--- config.mk ---
export PLATFORM = sky130hd
export DESIGN_NAME = rtype_core
export DESIGN_NICKNAME = d
export VERILOG_FILES = /design/src/rtl/core_pkg.sv /design/src/rtl/rc_fetch.sv /design/src/rtl/rc_rom.sv /design/src/rtl/rc_decode.sv /design/src/rtl/rc_regfile.sv /design/src/rtl/rc_alu.sv /design/src/rtl/rtype_core.sv
export SDC_FILE = /design/constraint.sdc
export NUM_CORES = 1
export LEC_CHECK = 0
export BUFFER_PORTS_ARGS = -buffer_cell sky130_fd_sc_hd__buf_2
export CAP_MARGIN = 20
export CELL_PAD_IN_SITES_DETAIL_PLACEMENT = 0
export CELL_PAD_IN_SITES_GLOBAL_PLACEMENT = 1
export CORE_ASPECT_RATIO = 0.6
export CORE_MARGIN = 1.5
export CORE_UTILIZATION = 40
export CTS_CLUSTER_SIZE = 16
export DETAILED_ROUTE_END_ITERATION = 12
export PLACE_DENSITY_LB_ADDON = 0.05
export SETUP_SLACK_MARGIN = 0.5
export SLEW_MARGIN = 10
export SYNTH_ARGS = -nofsm -noshare
export SYNTH_HDL_FRONTEND = slang
export SYNTH_SLANG_ARGS = --single-unit
export TNS_END_PERCENT = 10
--- constraint.sdc ---
create_clock -name clk -period 19.1 [get_ports clk]
set_input_delay 0 -clock clk [delete_from_list [all_inputs] [get_ports clk]]
set_output_delay 0 -clock clk [all_outputs]
set_load 0.01 [all_outputs]
--- src/rtl/core_pkg.sv ---
package core_pkg;
  localparam int XLEN     = 32;
  localparam int REG_AW   = 5;
  localparam int SHAMT_W  = 5;

  localparam logic [5:0] OPC_REG  = 6'b000000;
  localparam logic [5:0] FN_ADD   = 6'b100000;
  localparam logic [5:0] FN_SUB   = 6'b100010;
  localparam logic [5:0] FN_AND   = 6'b100100;
  localparam logic [5:0] FN_OR    = 6'b100101;
  localparam logic [5:0] FN_XOR   = 6'b100110;
  localparam logic [5:0] FN_SHL   = 6'b000000;
  localparam logic [5:0] FN_SHR   = 6'b000010;

  typedef enum logic [2:0] {
    ALU_NOP, ALU_ADD, ALU_SUB, ALU_AND, ALU_OR, ALU_XOR, ALU_SHL, ALU_SHR
  } alu_op_e;
endpackage

--- src/rtl/rc_fetch.sv ---
module rc_fetch #(
  parameter int PC_W = 32
) (
  input  logic            clk,
  input  logic            rst_n,
  output logic [PC_W-1:0] pc_o,
  output logic            ce_o
);
  localparam logic [PC_W-1:0] STEP = PC_W'(4);

  logic [PC_W-1:0] pc_q, pc_d;
  logic            ce_q, ce_d;

  always_comb begin
    ce_d = 1'b1;
    pc_d = pc_q;
    if (ce_q) pc_d = pc_q + STEP;
  end

  always_ff @(posedge clk or negedge rst_n) begin
    if (!rst_n) begin
      pc_q <= '0;
      ce_q <= 1'b0;
    end else begin
      pc_q <= pc_d;
      ce_q <= ce_d;
    end
  end

  assign pc_o = pc_q;
  assign ce_o = ce_q;

  assert_fetch_hold_R2: assert property (@(posedge clk) disable iff (!rst_n)
    ce_q |=> ce_q);
endmodule

--- src/rtl/rc_rom.sv ---
module rc_rom #(
  parameter int XLEN  = 32,
  parameter int DEPTH = 16,
  localparam int IDX_W = $clog2(DEPTH)
) (
  input  logic             ce_i,
  input  logic [IDX_W-1:0] idx_i,
  output logic [XLEN-1:0]  word_o
);
  // Fixed program; unlisted slots hold zero.
  function automatic logic [XLEN-1:0] prog_word(input int slot);
    logic [31:0] w;
    case (slot)
      0:  w = 32'h0021_4020;
      1:  w = 32'h0083_2022;
      2:  w = 32'h0043_1024;
      3:  w = 32'h0021_4025;
      4:  w = 32'h0043_1026;
      5:  w = 32'h0001_1040;
      6:  w = 32'h0004_3842;
      7:  w = 32'h0021_483F;
      8:  w = 32'h8C21_4820;
      9:  w = 32'h0021_0020;
      10: w = 32'h00E2_37C2;
      11: w = 32'h0083_2800;
      12: w = 32'h0024_5022;
      default: w = 32'h0;
    endcase
    return XLEN'(w);
  endfunction

  always_comb begin
    word_o = '0;
    if (ce_i) word_o = prog_word(int'(idx_i));
  end
endmodule

--- src/rtl/rc_decode.sv ---
module rc_decode
  import core_pkg::*;
#(
  parameter int XLEN = 32
) (
  input  logic                clk,
  input  logic                rst_n,
  input  logic                ce_i,
  input  logic [XLEN-1:0]     inst_i,
  output alu_op_e             op_o,
  output logic [REG_AW-1:0]   a_addr_o,
  output logic                a_en_o,
  output logic [REG_AW-1:0]   b_addr_o,
  output logic                b_en_o,
  output logic [REG_AW-1:0]   c_addr_o,
  output logic                wr_en_o,
  output logic [SHAMT_W-1:0]  shamt_o
);
  logic [5:0]        opc, fn;
  logic [REG_AW-1:0] rs, rt, rd;

  assign opc = inst_i[31:26];
  assign rs  = inst_i[25:21];
  assign rt  = inst_i[20:16];
  assign rd  = inst_i[15:11];
  assign fn  = inst_i[5:0];

  always_comb begin
    op_o     = ALU_NOP;
    a_addr_o = rs;
    b_addr_o = rt;
    c_addr_o = rd;
    a_en_o   = 1'b0;
    b_en_o   = 1'b0;
    wr_en_o  = 1'b0;
    shamt_o  = inst_i[10:6];
    if (ce_i && opc == OPC_REG) begin
      case (fn)
        FN_ADD: begin op_o = ALU_ADD; a_en_o = 1'b1; b_en_o = 1'b1; wr_en_o = 1'b1; end
        FN_SUB: begin op_o = ALU_SUB; a_en_o = 1'b1; b_en_o = 1'b1; wr_en_o = 1'b1; end
        FN_AND: begin op_o = ALU_AND; a_en_o = 1'b1; b_en_o = 1'b1; wr_en_o = 1'b1; end
        FN_OR:  begin op_o = ALU_OR;  a_en_o = 1'b1; b_en_o = 1'b1; wr_en_o = 1'b1; end
        FN_XOR: begin op_o = ALU_XOR; a_en_o = 1'b1; b_en_o = 1'b1; wr_en_o = 1'b1; end
        FN_SHL: begin op_o = ALU_SHL; a_addr_o = rt; a_en_o = 1'b1; wr_en_o = 1'b1; end
        FN_SHR: begin op_o = ALU_SHR; a_addr_o = rt; a_en_o = 1'b1; wr_en_o = 1'b1; end
        default: ;
      endcase
    end
  end

  assert_nowrite_badopc_R8: assert property (@(posedge clk) disable iff (!rst_n)
    wr_en_o |-> (inst_i[31:26] == 6'b000000));
  assert_idle_nowrite_R1: assert property (@(posedge clk) disable iff (!rst_n)
    !ce_i |-> !wr_en_o);
  assert_shift_oneport_R6: assert property (@(posedge clk) disable iff (!rst_n)
    (op_o == ALU_SHL || op_o == ALU_SHR) |-> (!b_en_o && a_addr_o == inst_i[20:16]));
endmodule

--- src/rtl/rc_regfile.sv ---
module rc_regfile #(
  parameter int              XLEN = 32,
  parameter int              NREG = 32,
  parameter logic [XLEN-1:0] SEED = 32'h9E37_79B9,
  localparam int             AW   = $clog2(NREG)
) (
  input  logic            clk,
  input  logic            rst_n,
  input  logic [AW-1:0]   a_addr_i,
  input  logic            a_en_i,
  output logic [XLEN-1:0] a_data_o,
  input  logic [AW-1:0]   b_addr_i,
  input  logic            b_en_i,
  output logic [XLEN-1:0] b_data_o,
  input  logic            we_i,
  input  logic [AW-1:0]   waddr_i,
  input  logic [XLEN-1:0] wdata_i,
  input  logic [AW-1:0]   dbg_addr_i,
  output logic [XLEN-1:0] dbg_data_o
);
  logic [NREG-1:0][XLEN-1:0] bank;
  logic [NREG-1:0]           wsel;

  for (genvar k = 0; k < NREG; k++) begin : g_reg
    if (k == 0) begin : g_zero
      assign wsel[k] = 1'b0;
      assign bank[k] = '0;
    end else begin : g_live
      localparam logic [XLEN-1:0] INIT = XLEN'(k) * SEED;
      logic [XLEN-1:0] q, d;
      assign wsel[k] = we_i && (waddr_i == AW'(k));
      always_comb begin
        d = q;
        if (wsel[k]) d = wdata_i;
      end
      always_ff @(posedge clk or negedge rst_n) begin
        if (!rst_n) q <= INIT;
        else        q <= d;
      end
      assign bank[k] = q;
    end
  end

  assign a_data_o   = a_en_i ? bank[a_addr_i] : '0;
  assign b_data_o   = b_en_i ? bank[b_addr_i] : '0;
  assign dbg_data_o = bank[dbg_addr_i];

  assert_single_write_R7: assert property (@(posedge clk) disable iff (!rst_n)
    $onehot0(wsel) && !wsel[0]);
  assert_write_lands_R9: assert property (@(posedge clk) disable iff (!rst_n)
    (we_i && waddr_i != '0) |=> (bank[$past(waddr_i)] == $past(wdata_i)));
endmodule

--- src/rtl/rc_alu.sv ---
module rc_alu
  import core_pkg::*;
#(
  parameter int XLEN = 32
) (
  input  logic               clk,
  input  logic               rst_n,
  input  alu_op_e            op_i,
  input  logic [XLEN-1:0]    a_i,
  input  logic [XLEN-1:0]    b_i,
  input  logic [SHAMT_W-1:0] shamt_i,
  output logic [XLEN-1:0]    res_o
);
  always_comb begin
    case (op_i)
      ALU_ADD: res_o = a_i + b_i;
      ALU_SUB: res_o = a_i - b_i;
      ALU_AND: res_o = a_i & b_i;
      ALU_OR:  res_o = a_i | b_i;
      ALU_XOR: res_o = a_i ^ b_i;
      ALU_SHL: res_o = a_i << shamt_i;
      ALU_SHR: res_o = a_i >> shamt_i;
      default: res_o = '0;
    endcase
  end

  assert_sub_inverse_R4: assert property (@(posedge clk) disable iff (!rst_n)
    (op_i == ALU_SUB) |-> (res_o + b_i == a_i));
  assert_shr_shrinks_R6: assert property (@(posedge clk) disable iff (!rst_n)
    (op_i == ALU_SHR) |-> (res_o <= a_i));
endmodule

--- src/rtl/rtype_core.sv ---
module rtype_core
  import core_pkg::*;
#(
  parameter int              PC_W      = 32,
  parameter int              ROM_DEPTH = 16,
  parameter logic [XLEN-1:0] REG_SEED  = 32'h9E37_79B9
) (
  input  logic              clk,
  input  logic              rst_n,
  input  logic [REG_AW-1:0] dbg_addr_i,
  output logic [XLEN-1:0]   dbg_data_o,
  output logic [PC_W-1:0]   pc_o,
  output logic              fetch_en_o
);
  localparam int IDX_W = $clog2(ROM_DEPTH);

  logic [1:0] sync_q, sync_d;
  logic       rst_s;

  always_comb sync_d = {sync_q[0], 1'b1};

  always_ff @(posedge clk or negedge rst_n) begin
    if (!rst_n) sync_q <= 2'b00;
    else        sync_q <= sync_d;
  end
  assign rst_s = sync_q[1];

  logic [PC_W-1:0]    pc;
  logic               ce;
  logic [XLEN-1:0]    inst;
  alu_op_e            op;
  logic [REG_AW-1:0]  a_addr, b_addr, c_addr;
  logic               a_en, b_en, wr_en;
  logic [SHAMT_W-1:0] shamt;
  logic [XLEN-1:0]    a_data, b_data, result;

  rc_fetch #(.PC_W(PC_W)) u_fetch (
    .clk(clk), .rst_n(rst_s), .pc_o(pc), .ce_o(ce)
  );

  rc_rom #(.XLEN(XLEN), .DEPTH(ROM_DEPTH)) u_rom (
    .ce_i(ce), .idx_i(pc[IDX_W+1:2]), .word_o(inst)
  );

  rc_decode #(.XLEN(XLEN)) u_dec (
    .clk(clk), .rst_n(rst_s), .ce_i(ce), .inst_i(inst),
    .op_o(op), .a_addr_o(a_addr), .a_en_o(a_en),
    .b_addr_o(b_addr), .b_en_o(b_en), .c_addr_o(c_addr),
    .wr_en_o(wr_en), .shamt_o(shamt)
  );

  rc_regfile #(.XLEN(XLEN), .NREG(1 << REG_AW), .SEED(REG_SEED)) u_rf (
    .clk(clk), .rst_n(rst_s),
    .a_addr_i(a_addr), .a_en_i(a_en), .a_data_o(a_data),
    .b_addr_i(b_addr), .b_en_i(b_en), .b_data_o(b_data),
    .we_i(wr_en), .waddr_i(c_addr), .wdata_i(result),
    .dbg_addr_i(dbg_addr_i), .dbg_data_o(dbg_data_o)
  );

  rc_alu #(.XLEN(XLEN)) u_alu (
    .clk(clk), .rst_n(rst_s), .op_i(op), .a_i(a_data), .b_i(b_data),
    .shamt_i(shamt), .res_o(result)
  );

  assign pc_o       = pc;
  assign fetch_en_o = ce;
endmodule

* After elaboration in Yosys (flattened, before gate mapping)
Memories as Yosys holds them, arrays and structs flattened. Index checks and enable logic that the tools add are counted.
Word-level totals: bits in read-only memories 384, memories kept 1, output and inout bits 65, register bits after elaboration 1027, logic and storage cells 145, input bits 7
Memory list:
- (no name shown) | depth 16, width 24, read ports 1, clocked after memory_dff 0, wr ports 0, line rc_rom.sv:13 | case (slot)
Operators by class: bitwise gates (word level) 3, shifts and indexed selects 2, eq/ne operators 44, $lt $le $gt $ge 3, muxes and demuxes 18, reduce and logical (&&, ||, !) cells 37, add/subtract/negate cells 3
Operators by type and width (number):
- 32-bit binary-select mux with 5-bit select | 3
- 32-bit one-hot mux with 7 select lines | 1
- 32-bit two-way mux | 6
- 5-bit == test, second input constant | 16
- 5-bit by 4-bit == test with 1-bit output, second input constant | 8
- 32-bit by 3-bit adder with 32-bit output, second input constant | 1
- 32-bit adder | 1
- 32-bit AND | 1
- 1-bit logical AND | 32
- 32-bit OR | 1
- 32-bit by 5-bit << shifter with 32-bit output | 1
- 32-bit by 5-bit >> shifter with 32-bit output | 1
- 32-bit subtractor | 1
- 32-bit XOR | 1
- 6-bit == test, second input constant | 5
- 3-bit one-hot mux with 7 select lines | 1
- 5-bit by 3-bit == test with 1-bit output, second input constant | 4
- 5-bit by 6-bit less-than comparator with 1-bit output, second input constant | 3
- 3-bit == test, second input constant | 4
- 6-bit logical NOT | 2
- 5-bit by 2-bit == test with 1-bit output, second input constant | 2
- 5-bit two-way mux | 2
- 7-bit OR reduction | 1
- 3-bit by 2-bit == test with 1-bit output, second input constant | 2
- other kinds (7) | 10

* Depth between registers and ports, before layout
An unclocked memory read counts as a cell.
depth in word-level cells 11, depth in mapped cells 31, depth with buffers taken out 27

* Hierarchy
From an unflattened synthesis, not the netlist that was laid out.
Second synthesis, totals: cell total of the unflattened synthesis 5701, area total of the unflattened synthesis 72009.1 µm²
Modules (own cells, without submodules):
- rc_regfile | cells an instance 4422, area each 62077.0 µm², times used 1, seq. area each 25453.2 µm²
- rc_alu | cells an instance 1038, area each 7563.5 µm², times used 1, seq. area each 0.0 µm²
- rc_fetch | cells an instance 120, area each 1422.6 µm², times used 1, seq. area each 775.7 µm²
- rc_rom | cells an instance 75, area each 534.3 µm², times used 1, seq. area each 0.0 µm²
- rc_decode | cells an instance 43, area each 357.8 µm², times used 1, seq. area each 0.0 µm²
- rtype_core | cells an instance 3, area each 53.8 µm², times used 1, seq. area each 50.0 µm²

* Least setup slack after synthesis
Ideal clock, no wire load.
path type register to register, start register u_fetch.pc_q[2] (netlist: u_fetch.pc_o[2]), end register u_rf.g_reg[8].g_live.q[27], library setup time 132 ps, arrival 6260 ps, setup slack 12708 ps, data required time 18968 ps, cell stages (with the launch flop) 27, buffers on the path 3, clock period less this slack 6392 ps, cells stage by stage dfrtp_1 > inv_1 > ha_1 > maj3_2 > nor2_4 > buf_2 > buf_4 > mux2i_1 > o22ai_1 > a311oi_1 > a41oi_1 > or2_1 > o21ai_0 > xnor2_1 > ha_1 > a2111oi_0 > nor2b_1 > a2111oi_0 > a21oi_1 > o211a_1 > o41ai_1 > a21o_1 > a21oi_1 > xnor2_1 > a221oi_2 > buf_4 > o21ai_0
On the way: longest elaborated chain between the ends 11, elaborated cells between the ends (all ways) 45, classes of those cells 2 x add/sub; 14 x eq/ne; 2 x shift; 16 x mux; 3 x bitwise; 7 x reduce/logical; 1 x memory
RTL lines:
- start, declared | line rc_fetch.sv:11 | logic [PC_W-1:0] pc_q, pc_d;
- start signal, assigned | line rc_fetch.sv:25 | pc_q <= pc_d;
- memory read 16 x 24 bit *
- 32-bit two-way mux * | line rc_rom.sv:34 | if (ce_i) word_o = prog_word(int'(idx_i));
- 6-bit by 2-bit == test with 1-bit output / 6-bit logical NOT (equally long branches) | line rc_decode.sv:38 | case (fn)
- 2-bit OR reduction (no line)
- 5-bit two-way mux | line rc_decode.sv:38
- 5-bit two-way mux | line rc_decode.sv:37 | if (ce_i && opc == OPC_REG) begin
- 32-bit binary-select mux with 5-bit select | line rc_regfile.sv:44 | assign a_data_o = a_en_i ? bank[a_addr_i] : '0;
- 32-bit two-way mux (implied by the code) | line rc_regfile.sv:44
- 32-bit two-way mux | line rc_regfile.sv:44
- 32-bit subtractor (tied with other cells) | line rc_alu.sv:17 | ALU_SUB: res_o = a_i - b_i;
- 32-bit one-hot mux with 7 select lines | line rc_alu.sv:15 | case (op_i)
- end signal, assigned | line rc_regfile.sv:37 | if (!rst_n) q <= INIT;
- end signal, assigned | line rc_regfile.sv:38 | else q <= d;
- end, declared | line rc_regfile.sv:30 | logic [XLEN-1:0] q, d;
Mark *: on every way between the ends. The rest lies on a longest branch, timed or not. The select of a mux whose other input is x is not followed. A chain may end at the register's enable or synchronous reset.

* Worst setup path in the final report
start register u_fetch.pc_q[3] (netlist: u_fetch.pc_o[3]), end register u_rf.g_reg[14].g_live.q[27]
On the way: longest elaborated chain between the ends 11, elaborated cells between the ends (all ways) 45, classes of those cells 2 x add/sub; 14 x eq/ne; 2 x shift; 16 x mux; 3 x bitwise; 7 x reduce/logical; 1 x memory
RTL lines (line):
- memory read 16 x 24 bit *
- 32-bit two-way mux * | rc_rom.sv:34
- 6-bit by 2-bit == test with 1-bit output / 6-bit logical NOT (equally long branches) | rc_decode.sv:38
- 2-bit OR reduction (no line)
- 5-bit two-way mux | rc_decode.sv:38
- 5-bit two-way mux | rc_decode.sv:37
- 32-bit binary-select mux with 5-bit select | rc_regfile.sv:44
- 32-bit two-way mux (implied by the code) | rc_regfile.sv:44
- 32-bit two-way mux | rc_regfile.sv:44
- 32-bit subtractor (tied with other cells) | rc_alu.sv:17
- 32-bit one-hot mux with 7 select lines | rc_alu.sv:15
- end signal, assigned | rc_regfile.sv:37
- end signal, assigned | rc_regfile.sv:38
- end, declared | rc_regfile.sv:30
Marks and branches as above.

==> impl_metrics.ini <==
[sta]
skew_ps = 23.5
fmax_ghz = 0.110
setup_tns_ps = 0
layout_min_cycle_time_ps = 9080
hold_viol_final = 0
fin_crit_sh = 0.475
drv_slew = 0
rsz0062_at_grt = false
final-setup-viol-count = 0
relSlewSlack = 0.205
worst_slew_pin_slew_ps = 1190
whs_ps = 225

[yosys]
synth_ff_type = dfrtp_1
synthAdderAreaFrac = 0.0446
synth-edff-count = 0
synth-simple-area-share = 0.132
syn_inst = 3502
async_flop_share = 1.00
synth_mux_area_frac = 0.177
synthTopCellsByArea = dfrtp_1 20%, dfstp_2 19%, mux4_2 8.1%
synth_compound_gate_area_share = 0.182
seq_area_frac_synth = 0.395
syn_area_mm2 = 0.0333
avgSynthCellArea_um2 = 9.50
synth.top_cell.area_share = 0.205
synth_warnings = 0
synth-seq-cells = 513
synth_cell_type_count = 115
synth_top_family_by_area = compound AO/OA/AOI/OAI gates
synth_xor_area_frac = 0.0216
yosys.area.top_type = dfrtp_1

[routing]
vias_per_cell = 6.15
ant_nets = 0
routedWlPerCell_um = 28.7
first_pass_iters = 7
totalWireLength_mm = 131
detailroute.via_count = 28168
drc_errors = 0
drtIter0Drc = 3084

[floorplan]
dieHeight_um = 226
rows = 81
die_w_um = 375
coreArea_mm2 = 0.0819
ios = 72
start_util = 0.406
dieArea_mm2 = 0.0850

[worst_setup_path]
endpoint_kind = flip-flop
critPathKind = reg2reg
ff2ff_setup_slack_ps = 10020
r2r-start = u_fetch.pc_o[3]
crit_path_max_fanout = 52
startpoint = u_fetch.pc_o[3]
worstPathArrival_ps = 9520
cp-start-kind = flip-flop
crit_required_ps = 19540

[clock_tree]
cts_buffers = 52
cts_tree = built
clk_pin_slew_ps = 70
cts.sinks = 513
cts_setup_buffers = 0
ctsLongestPathBuffers = 3
cts_resized = 0
root_buffer = clkbuf_16
clk_latency_ps = 630
htreeDepth = 2

[cells_and_area]
final_common_cell = nand2_1
syn2layout_area_growth_pct = 9.15
drive_gt1_frac = 0.228
final_cell_mix = 488 x nand2_1, 335 x nor2_1, 306 x a21oi_1
final_cells = 4579
nets = 3579
nFillCells = 7908

[status]
status = finished clean

[global_routing]
grt_max_degree = 109
grt_antenna_before_repair = 2
grt_pass1_wl_mm = 190
track_usage = 0.306
grt_pass1_vias = 26486
grt_remaining_overflow = 0

[job]
cap_violations = 0

[min_path]
hold_path_class = in2async

[placement]
io_buffers = 69
gp_congestion = 0.924
dpl.cell_count = 4478
hpwl_mm = 91.2

[power_and_ir_drop]
p_leak_nw = 14.8
p_total_mw = 6.21
peakVddDrop_mv = 0.0945
p_per_area_mw_per_mm2 = 171
==> layer usage <==
metal	routed length, um	GRT usage
met1	62100	0.459
met2	55700	0.450
met3	10200	0.0571
met4	3170	0.0752
met5	12	0
==> final timing paths <==
kind / to / depth (start not counted)
worst max-delay path: u_rf.g_reg[14].g_live.q[27] / 26
worst min-delay path: sync_q[1] / 3
worst max register to register: u_rf.g_reg[14].g_live.q[27] / 26
worst min register to register: u_fetch.ce_o / 0
max in group asynchronous: u_rf.g_reg[15].g_live.q[5] / 5
min in group clk: sync_q[1] / 0
==> registers in the layout, indices dropped and copies added (netlist names) <==
register         cells
sync_q               2
u_rf.g.g_live.q    480
u_fetch.ce_o         1
u_fetch.pc_o        30
==> cell usage after synthesis, types with 15 or more instances <==
master	instances
o22a_1	15
a21oi_1	307
mux2i_1	218
o21ai_0	280
nand2b_1	19
nand2_1	491
nand3_1	41
xor2_1	15
dfstp_2	241
a21o_1	22
o22ai_1	46
o21ai_1	76
xnor2_1	67
inv_1	76
buf_4	15
and3_1	15
o31ai_1	15
clkbuf_1	158
buf_6	19
ha_1	116
buf_1	23
dfrtp_1	272
a221oi_1	20
buf_2	47
a211oi_1	19
a31oi_1	32
nor2_1	346
o221ai_1	17
mux4_2	120
nor3_1	28
mux2_2	83
==> report_power, final <==
part / internal, mW / total, mW / switching [mW]
Combinational: 1.22 / 3.39 / 2.17
Clock: 0.621 / 1.09 / 0.469
Sequential: 1.47 / 1.73 / 0.259
==> per-stage QoR <==
step | cell area [um^2] | util | worst slack, ps
after floorplan | 33300 | - | 4160
after global placement | 34500 | 0.422 | 10420
after detailed placement | 34500 | 0.422 | 10210
after CTS | 36300 | 0.444 | 10190
after global routing | 36300 | 0.444 | 9370
final | 36300 | 0.444 | 10020
==> kinds of logic (layout without fill, tap and decap cells) <==
logic type	after synthesis	in the layout
compound gates	985	985
mux	425	425
other cells	2	7
simple gates	1026	1026
xor+xnor	82	82
flops	513	513
fa+ha+maj	118	118
buf+inv	351	344
==> timing repair <==
action	4_1_cts	5_1_grt
endpoints found under the setup margin	0	0
endpoints found under the hold margin	2	0
hold buffers	2	0
==> critical path: stages (launching register included) <==
cell and delay [ps]:
dfrtp_1 600, ha_1 440, ha_1 310, nor4b_4 80, and3_4 220, o22ai_4 440, mux2i_4 320, buf_4 680
buf_4 850, mux2_2 420, a22oi_1 160, nor2_1 70, o21ai_2 280, inv_1 100, ha_1 340, o21a_1 150
o21ai_0 110, a2111oi_0 430, a21oi_1 190, o211a_1 370, o41ai_1 450, buf_4 220, a21o_1 120, a21oi_1 80
xnor2_1 140, a221oi_2 950, o21ai_0 250
==> area by class of cell <==
cell class              instances  area, um^2  area share
multi-input cells            2640       18700       0.514
flip-flops and latches        513       13100       0.362
clock buffers                  70        1430      0.0393
well taps                    1079        1350      0.0372
repair buffers                162        1080      0.0296
clock inverters                26         335     0.00923
inverters                      86         325     0.00896
diodes                          3        7.51    0.000207
Note: power is estimated with default switching activity, not from simulation.
